### config.mk
export PLATFORM = sky130hd
export DESIGN_NAME = uart_ready_irq
export DESIGN_NICKNAME = d
export VERILOG_FILES = /design/src/rtl/uart_rdy_pkg.sv /design/src/rtl/uart_byte_fifo.sv /design/src/rtl/uart_rx_dma_hyst.sv /design/src/rtl/uart_pin_map.sv /design/src/rtl/uart_ready_irq.sv
export SDC_FILE = /design/constraint.sdc
export NUM_CORES = 1
export LEC_CHECK = 0
export BUFFER_PORTS_ARGS = -buffer_cell sky130_fd_sc_hd__buf_2
export CAP_MARGIN = 10
export CORE_UTILIZATION = 42
export CTS_CLUSTER_DIAMETER = 200
export DETAILED_ROUTE_END_ITERATION = 12
export HOLD_SLACK_MARGIN = 0.03
export PLACE_DENSITY = 0.65
export SETUP_SLACK_MARGIN = 0.1
export SLEW_MARGIN = 20
export SYNTH_ARGS = -nofsm -noshare
export SYNTH_HDL_FRONTEND = slang
export SYNTH_SLANG_ARGS = --single-unit
### constraint.sdc
create_clock -name clk -period 8.8 [get_ports clk]
set_input_delay 0.88 -clock clk [delete_from_list [all_inputs] [get_ports clk]]
set_output_delay 0.88 -clock clk [all_outputs]
set_load 0.02 [all_outputs]
### src/rtl/uart_rdy_pkg.sv
package uart_rdy_pkg;

    typedef enum logic [1:0] {
        MODE_HOLD = 2'd0,
        MODE_FIFO = 2'd1,
        MODE_DMA  = 2'd2
    } rdy_mode_e;

    typedef struct packed {
        logic push;
        logic pop;
        logic flush;
    } fifo_ctl_t;

    typedef struct packed {
        logic txrdy_n;
        logic rxrdy_n;
        logic irq;
    } pin_out_t;

    function automatic rdy_mode_e pick_mode(input logic en, input logic dma);
        if (!en)
            return MODE_HOLD;
        else if (dma)
            return MODE_DMA;
        else
            return MODE_FIFO;
    endfunction

    function automatic int unsigned trig_entries(input logic [1:0] code);
        case (code)
            2'd0:    return 1;
            2'd1:    return 4;
            2'd2:    return 8;
            default: return 14;
        endcase
    endfunction

endpackage

### src/rtl/uart_byte_fifo.sv
module uart_byte_fifo
    import uart_rdy_pkg::*;
#(
    parameter int DEPTH = 16,
    parameter int DW    = 8,
    localparam int AW   = $clog2(DEPTH),
    localparam int CW   = $clog2(DEPTH + 1)
) (
    input  logic          clk,
    input  logic          rst,
    input  fifo_ctl_t     ctl,
    input  logic          single,
    input  logic [DW-1:0] wdata,
    output logic [DW-1:0] head,
    output logic [CW-1:0] count
);

    logic [DW-1:0] mem [DEPTH];
    logic [AW-1:0] wr_ptr;
    logic [AW-1:0] rd_ptr;
    logic          full;
    logic          empty;
    logic          push_ok;
    logic          pop_ok;

    function automatic logic [AW-1:0] bump(input logic [AW-1:0] p);
        if (p == AW'(DEPTH - 1))
            return '0;
        else
            return p + AW'(1);
    endfunction

    assign empty   = (count == '0);
    assign full    = single ? !empty : (count == CW'(DEPTH));
    assign push_ok = ctl.push && !full && !ctl.flush;
    assign pop_ok  = ctl.pop && !empty && !ctl.flush;
    assign head    = mem[rd_ptr];

    always_ff @(posedge clk) begin
        if (push_ok)
            mem[wr_ptr] <= wdata;
    end

    always_ff @(posedge clk) begin
        if (rst || ctl.flush) begin
            wr_ptr <= '0;
            rd_ptr <= '0;
            count  <= '0;
        end else begin
            if (push_ok)
                wr_ptr <= bump(wr_ptr);
            if (pop_ok)
                rd_ptr <= bump(rd_ptr);
            case ({push_ok, pop_ok})
                2'b10:   count <= count + CW'(1);
                2'b01:   count <= count - CW'(1);
                default: count <= count;
            endcase
        end
    end

endmodule

### src/rtl/uart_rx_dma_hyst.sv
module uart_rx_dma_hyst
    import uart_rdy_pkg::*;
#(
    parameter int DEPTH = 16,
    localparam int CW   = $clog2(DEPTH + 1)
) (
    input  logic          clk,
    input  logic          rst,
    input  logic          enable,
    input  fifo_ctl_t     ctl,
    input  logic [CW-1:0] count,
    input  logic [CW-1:0] trig,
    input  logic          timeout,
    output logic          active
);

    logic          push_ok;
    logic          pop_ok;
    logic [CW-1:0] level_nxt;
    logic          active_d;

    // Mirror of the store's acceptance rule in block mode (capacity DEPTH)
    assign push_ok = ctl.push && (count != CW'(DEPTH));
    assign pop_ok  = ctl.pop && (count != '0);

    always_comb begin
        level_nxt = count;
        if (push_ok && !pop_ok)
            level_nxt = count + CW'(1);
        else if (pop_ok && !push_ok)
            level_nxt = count - CW'(1);
    end

    always_comb begin
        if (!enable || ctl.flush || level_nxt == '0)
            active_d = 1'b0;
        else
            active_d = active || (level_nxt >= trig) || timeout;
    end

    always_ff @(posedge clk) begin
        if (rst)
            active <= 1'b0;
        else
            active <= active_d;
    end

endmodule

### src/rtl/uart_pin_map.sv
module uart_pin_map
    import uart_rdy_pkg::*;
#(
    parameter int DEPTH = 16,
    localparam int CW   = $clog2(DEPTH + 1)
) (
    input  rdy_mode_e     mode,
    input  logic [CW-1:0] tx_cnt,
    input  logic [CW-1:0] rx_cnt,
    input  logic [CW-1:0] trig,
    input  logic          dma_act,
    input  logic          tx_irq_en,
    input  logic          rx_irq_en,
    output pin_out_t      pins
);

    logic tx_empty;
    logic rx_empty;
    logic rx_cond;

    assign tx_empty = (tx_cnt == '0);
    assign rx_empty = (rx_cnt == '0);

    always_comb begin
        case (mode)
            MODE_DMA: begin
                pins.txrdy_n = (tx_cnt == CW'(DEPTH));
                pins.rxrdy_n = !dma_act;
                rx_cond      = (rx_cnt >= trig);
            end
            MODE_FIFO: begin
                pins.txrdy_n = !tx_empty;
                pins.rxrdy_n = rx_empty;
                rx_cond      = (rx_cnt >= trig);
            end
            default: begin
                pins.txrdy_n = !tx_empty;
                pins.rxrdy_n = rx_empty;
                rx_cond      = !rx_empty;
            end
        endcase
        pins.irq = (tx_irq_en && tx_empty) || (rx_irq_en && rx_cond);
    end

endmodule

### src/rtl/uart_ready_irq.sv
module uart_ready_irq
    import uart_rdy_pkg::*;
#(
    parameter int DEPTH = 16,
    parameter int DW    = 8,
    localparam int CW   = $clog2(DEPTH + 1)
) (
    input  logic          clk,
    input  logic          rst,
    input  logic          fifo_en,
    input  logic          dma_mode,
    input  logic [1:0]    rx_trig_sel,
    input  logic          tx_irq_en,
    input  logic          rx_irq_en,
    input  logic          cpu_wr,
    input  logic [DW-1:0] cpu_wdata,
    input  logic          cpu_rd,
    output logic [DW-1:0] cpu_rdata,
    input  logic          rx_push,
    input  logic [DW-1:0] rx_data,
    input  logic          tx_pop,
    output logic [DW-1:0] tx_data,
    output logic          tx_avail,
    input  logic          char_timeout,
    output logic          txrdy_n,
    output logic          rxrdy_n,
    output logic          irq
);

    logic          en_q;
    logic          flush;
    fifo_ctl_t     tx_ctl;
    fifo_ctl_t     rx_ctl;
    logic [CW-1:0] tx_cnt;
    logic [CW-1:0] rx_cnt;
    logic [DW-1:0] rx_head;
    logic [CW-1:0] trig;
    logic          dma_act;
    rdy_mode_e     mode;
    pin_out_t      pins;

    // A change of the enable bit is seen for one cycle and empties both stores
    always_ff @(posedge clk) begin
        if (rst)
            en_q <= fifo_en;
        else
            en_q <= fifo_en;
    end
    assign flush = (fifo_en != en_q);

    assign mode   = pick_mode(fifo_en, dma_mode);
    assign trig   = CW'(trig_entries(rx_trig_sel));
    assign tx_ctl = '{push: cpu_wr,  pop: tx_pop, flush: flush};
    assign rx_ctl = '{push: rx_push, pop: cpu_rd, flush: flush};

    uart_byte_fifo #(.DEPTH(DEPTH), .DW(DW)) i_tx_fifo (
        .clk    (clk),
        .rst    (rst),
        .ctl    (tx_ctl),
        .single (!fifo_en),
        .wdata  (cpu_wdata),
        .head   (tx_data),
        .count  (tx_cnt)
    );

    uart_byte_fifo #(.DEPTH(DEPTH), .DW(DW)) i_rx_fifo (
        .clk    (clk),
        .rst    (rst),
        .ctl    (rx_ctl),
        .single (!fifo_en),
        .wdata  (rx_data),
        .head   (rx_head),
        .count  (rx_cnt)
    );

    uart_rx_dma_hyst #(.DEPTH(DEPTH)) i_rx_hyst (
        .clk     (clk),
        .rst     (rst),
        .enable  (fifo_en),
        .ctl     (rx_ctl),
        .count   (rx_cnt),
        .trig    (trig),
        .timeout (char_timeout),
        .active  (dma_act)
    );

    uart_pin_map #(.DEPTH(DEPTH)) i_pins (
        .mode      (mode),
        .tx_cnt    (tx_cnt),
        .rx_cnt    (rx_cnt),
        .trig      (trig),
        .dma_act   (dma_act),
        .tx_irq_en (tx_irq_en),
        .rx_irq_en (rx_irq_en),
        .pins      (pins)
    );

    always_ff @(posedge clk) begin
        if (rst)
            cpu_rdata <= '0;
        else if (cpu_rd && rx_cnt != '0 && !flush)
            cpu_rdata <= rx_head;
    end

    assign tx_avail = (tx_cnt != '0);
    assign txrdy_n  = pins.txrdy_n;
    assign rxrdy_n  = pins.rxrdy_n;
    assign irq      = pins.irq;

endmodule

[Word-level counts from Yosys, hierarchy flattened]
Memories as Yosys holds them, arrays and structs flattened. A register that Yosys moved wholly into a read port is not among the register bits.
Cells that the tools add are included.
Word-level totals
  register bits: 28
  memory bits (writable): 256
  bits of input ports: 29
  output and inout bits: 20
  logic and storage cells: 97
  memories kept: 2
Memories
  i_rx_fifo.mem: depth 16, bits a word 8, rd ports 1, clocked after memory_dff 1, wr ports 1, RTL line uart_byte_fifo.sv:18  | logic [DW-1:0] mem [DEPTH];
  i_tx_fifo.mem: depth 16, bits a word 8, rd ports 1, clocked after memory_dff 1, wr ports 1, RTL line uart_byte_fifo.sv:18
Operators by class
  $add $sub $neg: 8
  $lt $le $gt $ge: 2
  equal/unequal tests: 16
  mux-type cells: 21
  reductions and logical operators: 40
Operators with widths (number)
  $mux 4: 6
  $pmux 5 s2: 2
  $add 4x1->4 const B: 4
  $eq 4x4->1 const B: 4
  $logic_and 1x1->1: 15
  $logic_not 5->1: 3
  $pmux 4 s3: 1
  $add 5x1->5 const B: 2
  $eq 5x5->1 const B: 2
  $ge 5x4->1: 2
  $mux 5: 2
  $reduce_bool 5->1: 2
  $sub 5x1->5 const B: 2
  $logic_not 1->1: 9
  $eq 2x1->1 const B: 4
  $eq 2x2->1 const B: 4
  $mux 1: 7
  $logic_or 1x1->1: 6
  $mux 2: 3
  $ne 5x5->1 const B: 1
  $reduce_bool 2->1: 2
  $reduce_or 2->1: 2
  $logic_not 2->1: 1
  $ne 1x1->1: 1

[Longest topological paths before layout]
Gate-level depths: netlist of the first run.
  depth in word-level cells: 9
  mapped depth: 15
  mapped depth without buffers: 13

[Cells and area by module]
Synthesis of the first run repeated with hierarchy kept, for this count alone.
Second synthesis, totals
  cell total of the unflattened synthesis: 793
  area total of the unflattened synthesis: 12872.3 um2
By module, submodules not included
  uart_byte_fifo at i_rx_fifo: instances 1, cells an instance 323, area an instance 5876.9 um2, sequential area each 4184.0 um2
  uart_byte_fifo at i_tx_fifo: instances 1, cells an instance 325, area an instance 5869.4 um2, sequential area each 4184.0 um2
  uart_rx_dma_hyst: instances 1, cells an instance 67, area an instance 476.7 um2, sequential area each 20.0 um2
  uart_ready_irq: instances 1, cells an instance 50, area an instance 454.2 um2, sequential area each 180.2 um2
  uart_pin_map: instances 1, cells an instance 28, area an instance 195.2 um2, sequential area each 0.0 um2

[Least setup slack after synthesis of the first run]
No wires, ideal clock.
  path kind: input-to-output
  from: in rx_trig_sel[0]
  to: out irq
  data arrival time: 2.327 ns
  data required time: 7.920 ns
  slack: 5.593 ns
  stages: 7
  buffers on the path: 0
  cells stage by stage: nor2_1 > ha_1 > nand2b_1 > a21o_1 > a21o_1 > a2111oi_0 > o21ai_0
Between the ends
  longest elaborated chain between the ends: 6
  elaborated cells on any way between the ends: 8
  those cells by class: 1 x order compare; 2 x eq/ne; 2 x mux; 3 x reduce/logical
Ends and longest elaborated chain
  start, declared: RTL line uart_ready_irq.sv:12  | input logic [1:0] rx_trig_sel,
  $eq 2x2->1 (tied with other cells): RTL line uart_rdy_pkg.sv:31  | case (code)
  $pmux 4 s3 (*): RTL line uart_rdy_pkg.sv:31
  $ge 5x4->1 (*): RTL line uart_pin_map.sv:29, uart_pin_map.sv:34
  $mux 1 (*)
  $logic_and 1x1->1 (*): RTL line uart_pin_map.sv:42  | pins.irq = (tx_irq_en && tx_empty) || (rx_irq_en && rx_cond);
  $logic_or 1x1->1 (*): RTL line uart_pin_map.sv:42
  end, declared: RTL line uart_ready_irq.sv:27  | output logic irq
Every way passes the cells marked *; elsewhere a longest branch is shown, timed or not.

[Worst setup path after layout of the first run]
  from: reg i_rx_fifo.count[0]
  to: out irq
Between the ends
  longest elaborated chain between the ends: 5
  elaborated cells on any way between the ends: 6
  those cells by class: 1 x order compare; 1 x mux; 4 x reduce/logical
Ends and longest elaborated chain
  start, declared: RTL line uart_byte_fifo.sv:15  | output logic [CW-1:0] count
  start signal, assigned: RTL line uart_byte_fifo.sv:55  | 2'b10: count <= count + CW'(1);
  start signal, assigned: RTL line uart_byte_fifo.sv:56  | 2'b01: count <= count - CW'(1);
  start signal, assigned: RTL line uart_byte_fifo.sv:57  | default: count <= count;
  parallel branches: the longest is 2 deep, another holds $ge 5x4->1
  $mux 1 (*)
  $logic_and 1x1->1 (*): RTL line uart_pin_map.sv:42
  $logic_or 1x1->1 (*): RTL line uart_pin_map.sv:42
Mark *: on every way between the ends.

==> metrics, run 1 <==
# setup viols final=0; dominant synthesized flop cell=edfxtp_1; Worst path max stage delay=0.51 ns; total CTS buffers=30; Async S/R FF share, synth=0%; Distinct cells, synth=51; post-cts sizing count=0; slowest cell on the critical path=dfxtp_1; synth-to-layout area growth=13.0%; internal power=2310 uW; # nets final=808; # DRC=0; clk_skew=0.00826 ns; Clk pwr share=42.7%; largest net degree at the start of global routing=36; Worst setup EP type=output port; GPL Wtd Cong=0.836; Pre-antenna DRT Iters=5; Max IR drop VDD=0.173 mV; CTS tree=done; total track usage=15.1%; Antenna Nets Post-Route=0; Slew @ Worst Pin=0.918 ns; share of total power in combinational logic=4.3%; RSZ-0062 raised after global routing=false; Post-CTS Setup Repair Bufs=0; setup TNS=0 ns; Die ar.=29,800 sq um; number of synthesized flops with an enable pin=256; Final Slew Violations=0; Hold Fails Final Rpt=0; status=finished, final reports clean; wire length on met1=9.64 mm; share of the yosys chip area belonging to registers=69.4%; Post-DP HPWL=14.9 mm; crit path DAT=2.81 ns; Fillers=2,432; CTS H-tree lvls=1; Worst EP required=7.92 ns; first-pass GRT wire length=35.5 mm; WL met2=11.1 mm; Hold Buf Count CTS=0; Port Buffer Count=48; Clock Root Buffer=clkbuf_16; Netlist Area Pre-Place=12,200 sq um; Die X=173 um; crit path max fanout=9; leak pwr=0.00453 uW; critical-path cell list=inv_1 > ha_1 > nand2b_1 > a21o_1 > a21o_1 > a2111oi_0 > o21ai_0 > buf_2; layout cells sized above 1=24.7%; met3 wire length=704 um; max frequency=0.271 GHz; Synth Area per Inst=17.5 sq um; Reg clk slew, reported paths=0.06 ns; die height=173 um; switching part of the total=20.4%; Highest Signal Layer=met4; Placeable Area=28,700 sq um; initial core utilization=42.6%; Final min period=3.69 ns; row count=62; pwr dens=210 nW/um^2; Setup WS post-layout=5.11 ns; WL/cell=19.0 um; type of origin of the critical path=register; Crit Path Category=reg -> out; net count after synthesis=755; final instance area=13,800 sq um; Area after DPL=12,900 sq um; synthesized flop and latch total=296; io pins=49; MaxCap Viol Count=0; initial drt markers=529; antenna cells=0; final global-route overflow total=0; Reg power frac=52.9%; DR vias/cell=5.26; vias in the first global route=6,307; clk_lat worst skew=0.54 ns; final period utilization=42.0%; antenna violations before repair=0; yosys warns=0; CTS max path bufs=3; Post-Synthesis Cells=698; CTS Sinks=296; most numerous cell on the critical path=a21o_1; Vias=6,087; pre-CTS setup slack=5.17 ns; Post-Route WL=22.0 mm; slew margin rel.=38.6%; net load switching power=594 uW; worst hold path class=reg -> reg
[synth_stat cells, types with 3 or more instances]
master / number / area, sq um
edfxtp_1: 256 / 7690
xor2_1: 10 / 87.6
dfxtp_1: 40 / 801
nand2b_1: 6 / 37.5
clkbuf_1: 20 / 75.1
o21ai_1: 5 / 25.0
and3_1: 8 / 50.1
a21oi_1: 28 / 140
mux2i_1: 8 / 80.1
buf_1: 4 / 15.0
buf_2: 8 / 40.0
and2_1: 13 / 81.3
nand4_1: 3 / 18.8
nand3_1: 9 / 45.0
nor2_1: 45 / 169
a21o_1: 5 / 37.5
xnor2_1: 4 / 35.0
a211oi_1: 3 / 22.5
ha_1: 27 / 338
nand2_1: 40 / 150
mux4_2: 80 / 1800
o21ai_0: 7 / 35.0
nor3_1: 11 / 55.1
inv_1: 20 / 75.1
[path summary, 6_finish.rpt]
path | cells after the start | slack [ns] | startpoint | end
worst max-delay path | 8 | 5.11 | i_rx_fifo.count[0]$_SDFFE_PP0P_ | irq
worst min register to register | 2 | 0.46 | cpu_rdata[1]$_SDFFE_PP0P_ | cpu_rdata[1]$_SDFFE_PP0P_
worst max register to register | 13 | 5.45 | i_tx_fifo.count[0]$_SDFFE_PP0P_ | i_tx_fifo.count[4]$_SDFFE_PP0P_
worst min-delay path | 2 | 0.46 | cpu_rdata[1]$_SDFFE_PP0P_ | cpu_rdata[1]$_SDFFE_PP0P_
[power by group through the flow]
| stage | combinational (uW) | clock, uW | sequential, uW |
|---|---|---|---|
| 2_1_floorplan | 79.6 | 0 | 1570 |
| 5_1_grt | 140 | 1330 | 1540 |
| 3_3_place_gp | 125 | 0 | 1570 |
| 4_1_cts | 127 | 1270 | 1540 |
| 3_5_place_dp | 127 | 0 | 1570 |
| 6_report | 126 | 1240 | 1540 |
[layout by cell type (no fill, tap or decap), types with 6 or more instances in the layout]
cell type / instances
o21ai_0: 7
a21oi_1: 28
buf_4: 8
mux2i_1: 8
inv_1: 20
buf_2: 48
ha_1: 27
edfxtp_1: 256
clkbuf_16: 31
nor3_1: 11
mux4_2: 80
nor2_1: 45
nand2_1: 40
xor2_1: 10
and2_1: 13
and3_1: 8
dfxtp_1: 38
nand3_1: 9
nand2b_1: 6
clkbuf_1: 8
[worst max-delay path: cells and delay by family (launching register included)]
kind | cells | cell delay (ns)
flops | 1 | 0.51
compound gates | 4 | 0.99
simple gates | 1 | 0.14
buf+inv | 2 | 0.33
fa+ha+maj | 1 | 0.31
[flip-flops by register name (all words and copies together) (netlist names), named ones only]
| signal | flops |
|---|---|
| i_tx_fifo.wr_ptr | 4 |
| en_q | 1 |
| i_rx_fifo.wr_ptr | 4 |
| cpu_rdata | 8 |
| i_rx_fifo.rd_ptr | 4 |
| i_rx_fifo.count | 5 |
| i_tx_fifo.mem | 128 |
| i_rx_fifo.mem | 128 |
| i_tx_fifo.rd_ptr | 4 |
| i_tx_fifo.count | 5 |
| i_rx_hyst.active | 1 |
[cell type report]
cell class / instances / area [sq um] / area share [%]
clock buffers: 39 / 806 / 5.83
clock inverters: 15 / 164 / 1.19
flip-flops and latches: 296 / 8490 / 61.4
repair buffers: 56 / 300 / 2.17
well taps: 384 / 480 / 3.48
inverters: 22 / 82.6 / 0.597
multi-input cells: 345 / 3500 / 25.3
[per-layer routing]
| layer | global-route usage, % | vias to the layer above |
|---|---|---|
| li1 | - | 2852 |
| met1 | 20.2 | 3087 |
| met2 | 25.9 | 116 |
| met3 | 2.22 | 32 |
| met4 | 4.39 | 0 |
| met5 | 0 | - |
[metrics by stage]
stage	instances	hold WS, ns	utilization, %	power [uW]
2_1_floorplan	698	0.466	-	1650
5_1_grt	1157	0.485	48.2	3000
3_5_place_dp	1103	0.451	44.8	1700
4_1_cts	1157	0.459	48.2	2940
3_3_place_gp	1103	0.441	44.8	1690
6_report	1157	0.456	48.2	2910
[cells by family after synthesis]
logic type      Yosys count  share of synthesized area [%]
flops                   296                           69.4
simple gates            150                           5.96
mux                      88                           15.4
compound gates           65                           3.34
buf+inv                  57                           1.98
fa+ha+maj                28                           2.93
xor+xnor                 14                           1.00
No activity file was read; power rests on OpenSTA's default activity.
==> run 2, diff against run 1 <==
ABC_AREA = 1   (was unset)
clock period = 3.6 ns   (was 8.8 ns; I/O delays follow)
==> run 2 against run 1 <==
Sequential share of layout area is 1.4 points lower. Critical path depth is 7 higher. Power grew to 2.6 times the previous value. Clock-buffer cell count stayed put. Largest cell class unchanged.
==> metrics, run 2 <==
status=finished, final reports clean (unchanged); vias in the first global route=7,633 (was 6,307); Final Slew Violations=0 (unchanged); Distinct cells, synth=39 (was 51); Clock Root Buffer=clkbuf_16 (unchanged); Fillers=2,570 (was 2,432); io pins=49 (unchanged); CTS Sinks=296 (unchanged); total track usage=17.5% (was 15.1%); Synth Area per Inst=11.9 sq um (was 17.5 sq um); Reg clk slew, reported paths=0.06 ns (about the same); worst hold path class=in -> reg (was reg -> reg); dominant synthesized flop cell=edfxtp_1 (unchanged); pwr dens=527 nW/um^2 (was 210 nW/um^2); initial drt markers=480 (was 529); Vias=7,928 (was 6,087); Async S/R FF share, synth=0% (unchanged); RSZ-0062 raised after global routing=false (unchanged); crit path DAT=3.37 ns (was 2.81 ns); DR vias/cell=5.25 (was 5.26); clk_skew=0.0112 ns (was 0.00826 ns); synth-to-layout area growth=12.9% (was 13.0%); Placeable Area=29,000 sq um (was 28,700 sq um); antenna cells=0 (unchanged); yosys warns=0 (unchanged); net count after synthesis=1,111 (was 755); Slew @ Worst Pin=1.12 ns (was 0.918 ns); initial core utilization=43.2% (was 42.6%); number of synthesized flops with an enable pin=256 (unchanged); biggest registers after layout=i_rx_fifo.mem (128), i_tx_fifo.mem (128), cpu_rdata (8) (unchanged); CTS max path bufs=3 (unchanged); Netlist Area Pre-Place=12,500 sq um (was 12,200 sq um); antenna violations before repair=0 (unchanged); CTS H-tree lvls=1 (unchanged); Final min period=2.96 ns; crit path max fanout=5 (was 9); final global-route overflow total=0 (unchanged); Crit Path Category=in -> reg (was reg -> out); Port Buffer Count=48 (unchanged); Worst EP required=4.01 ns (was 7.92 ns); setup TNS=0 ns (unchanged); Post-DP HPWL=16.6 mm (was 14.9 mm); total CTS buffers=31 (was 30); area share of the largest cell type after synthesis=61.3% (was 62.9%); Synth area leader=edfxtp_1 (unchanged); slew margin rel.=24.9% (was 38.6%); # DRC=0 (unchanged); Worst setup EP type=register (was output port); Antenna Nets Post-Route=0 (unchanged); hold slack final=0.169 ns (was 0.456 ns); clk_lat worst skew=0.55 ns (was 0.54 ns); final period utilization=82.2%; Die ar.=30,600 sq um (was 29,800 sq um); first-pass GRT wire length=41.9 mm (was 35.5 mm); most frequent cells in the layout=edfxtp_1, o21ai_0, nor2_1 (was edfxtp_1, mux4_2, buf_2); layout cells sized above 1=11.3% (was 24.7%); Post-Route WL=26.4 mm (was 22.0 mm); row count=62 (unchanged); type of origin of the critical path=input port (was register); Die X=175 um (was 173 um); Max IR drop VDD=0.323 mV (was 0.173 mV); GPL Wtd Cong=0.858 (was 0.836); share of the yosys chip area belonging to registers=67.7% (was 69.4%); most common cell in the netlist=edfxtp_1 (unchanged); Hold Fails Final Rpt=0 (unchanged); Pre-antenna DRT Iters=6 (was 5); max frequency=0.338 GHz; commonest non-fill, non-tap cell in the layout=edfxtp_1 (unchanged); # nets final=1,159 (was 808); CTS tree=done (unchanged); Post-synth top cells=edfxtp_1, o21ai_0, nor2_1 (was edfxtp_1, mux4_2, nor2_1); synthesized flop and latch total=296 (unchanged); die height=175 um (was 173 um); Post-Synthesis Cells=1,054 (was 698); # setup viols final=0 (unchanged); top cells by area, synth=edfxtp_1, dfxtp_1, o21ai_0 (was edfxtp_1, mux4_2, dfxtp_1); largest net degree at the start of global routing=68 (was 36); MaxCap Viol Count=0 (unchanged); WL/cell=17.5 um (was 19.0 um); leak pwr=0.00496 uW (was 0.00453 uW)
## run 2: cell count changes after synthesis, sizes merged, moves of 13 or more
cell / change
mux4: -80
nand3: +22
clkbuf: +16
a21oi: +32
o22ai: +26
o21ai: +125
nand2: +53
nor2: +81
o211ai: +39
and2: -13
inv: +69
mux2i: +25
## run 2: cells by family after synthesis
| group | Yosys count | synth area share (%) |
|---|---|---|
| buf+inv | 141 | 4.42 |
| xor+xnor | 11 | 0.768 |
| compound gates | 283 | 12.7 |
| flops | 296 | 67.7 |
| mux | 33 | 2.63 |
| fa+ha+maj | 28 | 2.85 |
| simple gates | 262 | 8.95 |
## run 2: report_power, final
part | switching (uW) | leakage [uW] | total, uW | internal [uW]
sequential | 41.3 | 0.00263 | 3810 | 3770
combinational | 429 | 0.00186 | 631 | 202
clock | 1250 | 0.000476 | 3010 | 1760
## run 2: layout make-up
class | instances | area [sq um] | share of cell area [%]
timing repair buffer | 64 | 375 | 2.65
clock inverter | 17 | 140 | 0.990
multi-input combinational | 617 | 3500 | 24.7
sequential | 296 | 8490 | 60.0
clock buffer | 39 | 826 | 5.83
tap | 384 | 480 | 3.39
inverter | 92 | 345 | 2.44
## run 2: critical path, stage by stage
cell           delay, ns
dlygate4sd3_1       0.53
buf_2               0.15
ha_1                0.43
inv_1               0.11
nand3_1             0.17
inv_1               0.12
ha_1                0.27
ha_1                0.37
nand2_1             0.10
nor2_1              0.04
a211oi_1            0.21
o21ai_0             0.11
a21oi_1             0.19
nand2_1             0.07
nor3b_1             0.13
## run 2: worst paths after layout
path                                     from                         endpoint  slack (ns)  depth (start not counted)
max                                   fifo_en  i_tx_fifo.count[4]$_SDFFE_PP0P_        0.64                         15
min                              char_timeout      i_rx_hyst.active$_SDFF_PP0_        0.17                          5
max reg2reg   i_tx_fifo.count[0]$_SDFFE_PP0P_  i_tx_fifo.count[4]$_SDFFE_PP0P_        0.65                         15
min reg2reg  i_tx_fifo.rd_ptr[2]$_SDFFE_PP0N_                         register        0.49                          2
## run 2: metal layers
layer / vias to the layer above / global-route usage (%) / share of wire (%)
met1: 3804 / 23.0 / 44
met4: 0 / 5.14 / 2.3
li1: 3888 / - / -
met2: 193 / 29.9 / 49
met3: 43 / 2.61 / 4.9
met5: - / 0 / 0
## run 2: per-stage QoR
| stage | power (uW) | std cells | utilization (%) | area [sq um] | setup WS, ns |
|---|---|---|---|---|---|
| 6_report | 7460 | 1509 | 48.8 | 14200 | 0.641 |
| 5_1_grt | 7720 | 1509 | 48.8 | 14200 | 0.380 |
| 4_1_cts | 7510 | 1509 | 48.8 | 14200 | 0.580 |
| 3_5_place_dp | 4520 | 1452 | 45.4 | 13200 | 0.634 |
| 3_3_place_gp | 4510 | 1452 | 45.4 | 13200 | 0.714 |
| 2_1_floorplan | 4300 | 1054 | - | 12500 | 0.824 |
## run 2: timing repair
action	CTS	global route
setup buffers	0	0
resized for setup	0	0
hold endpoints to repair	1	0
hold buffers	1	0
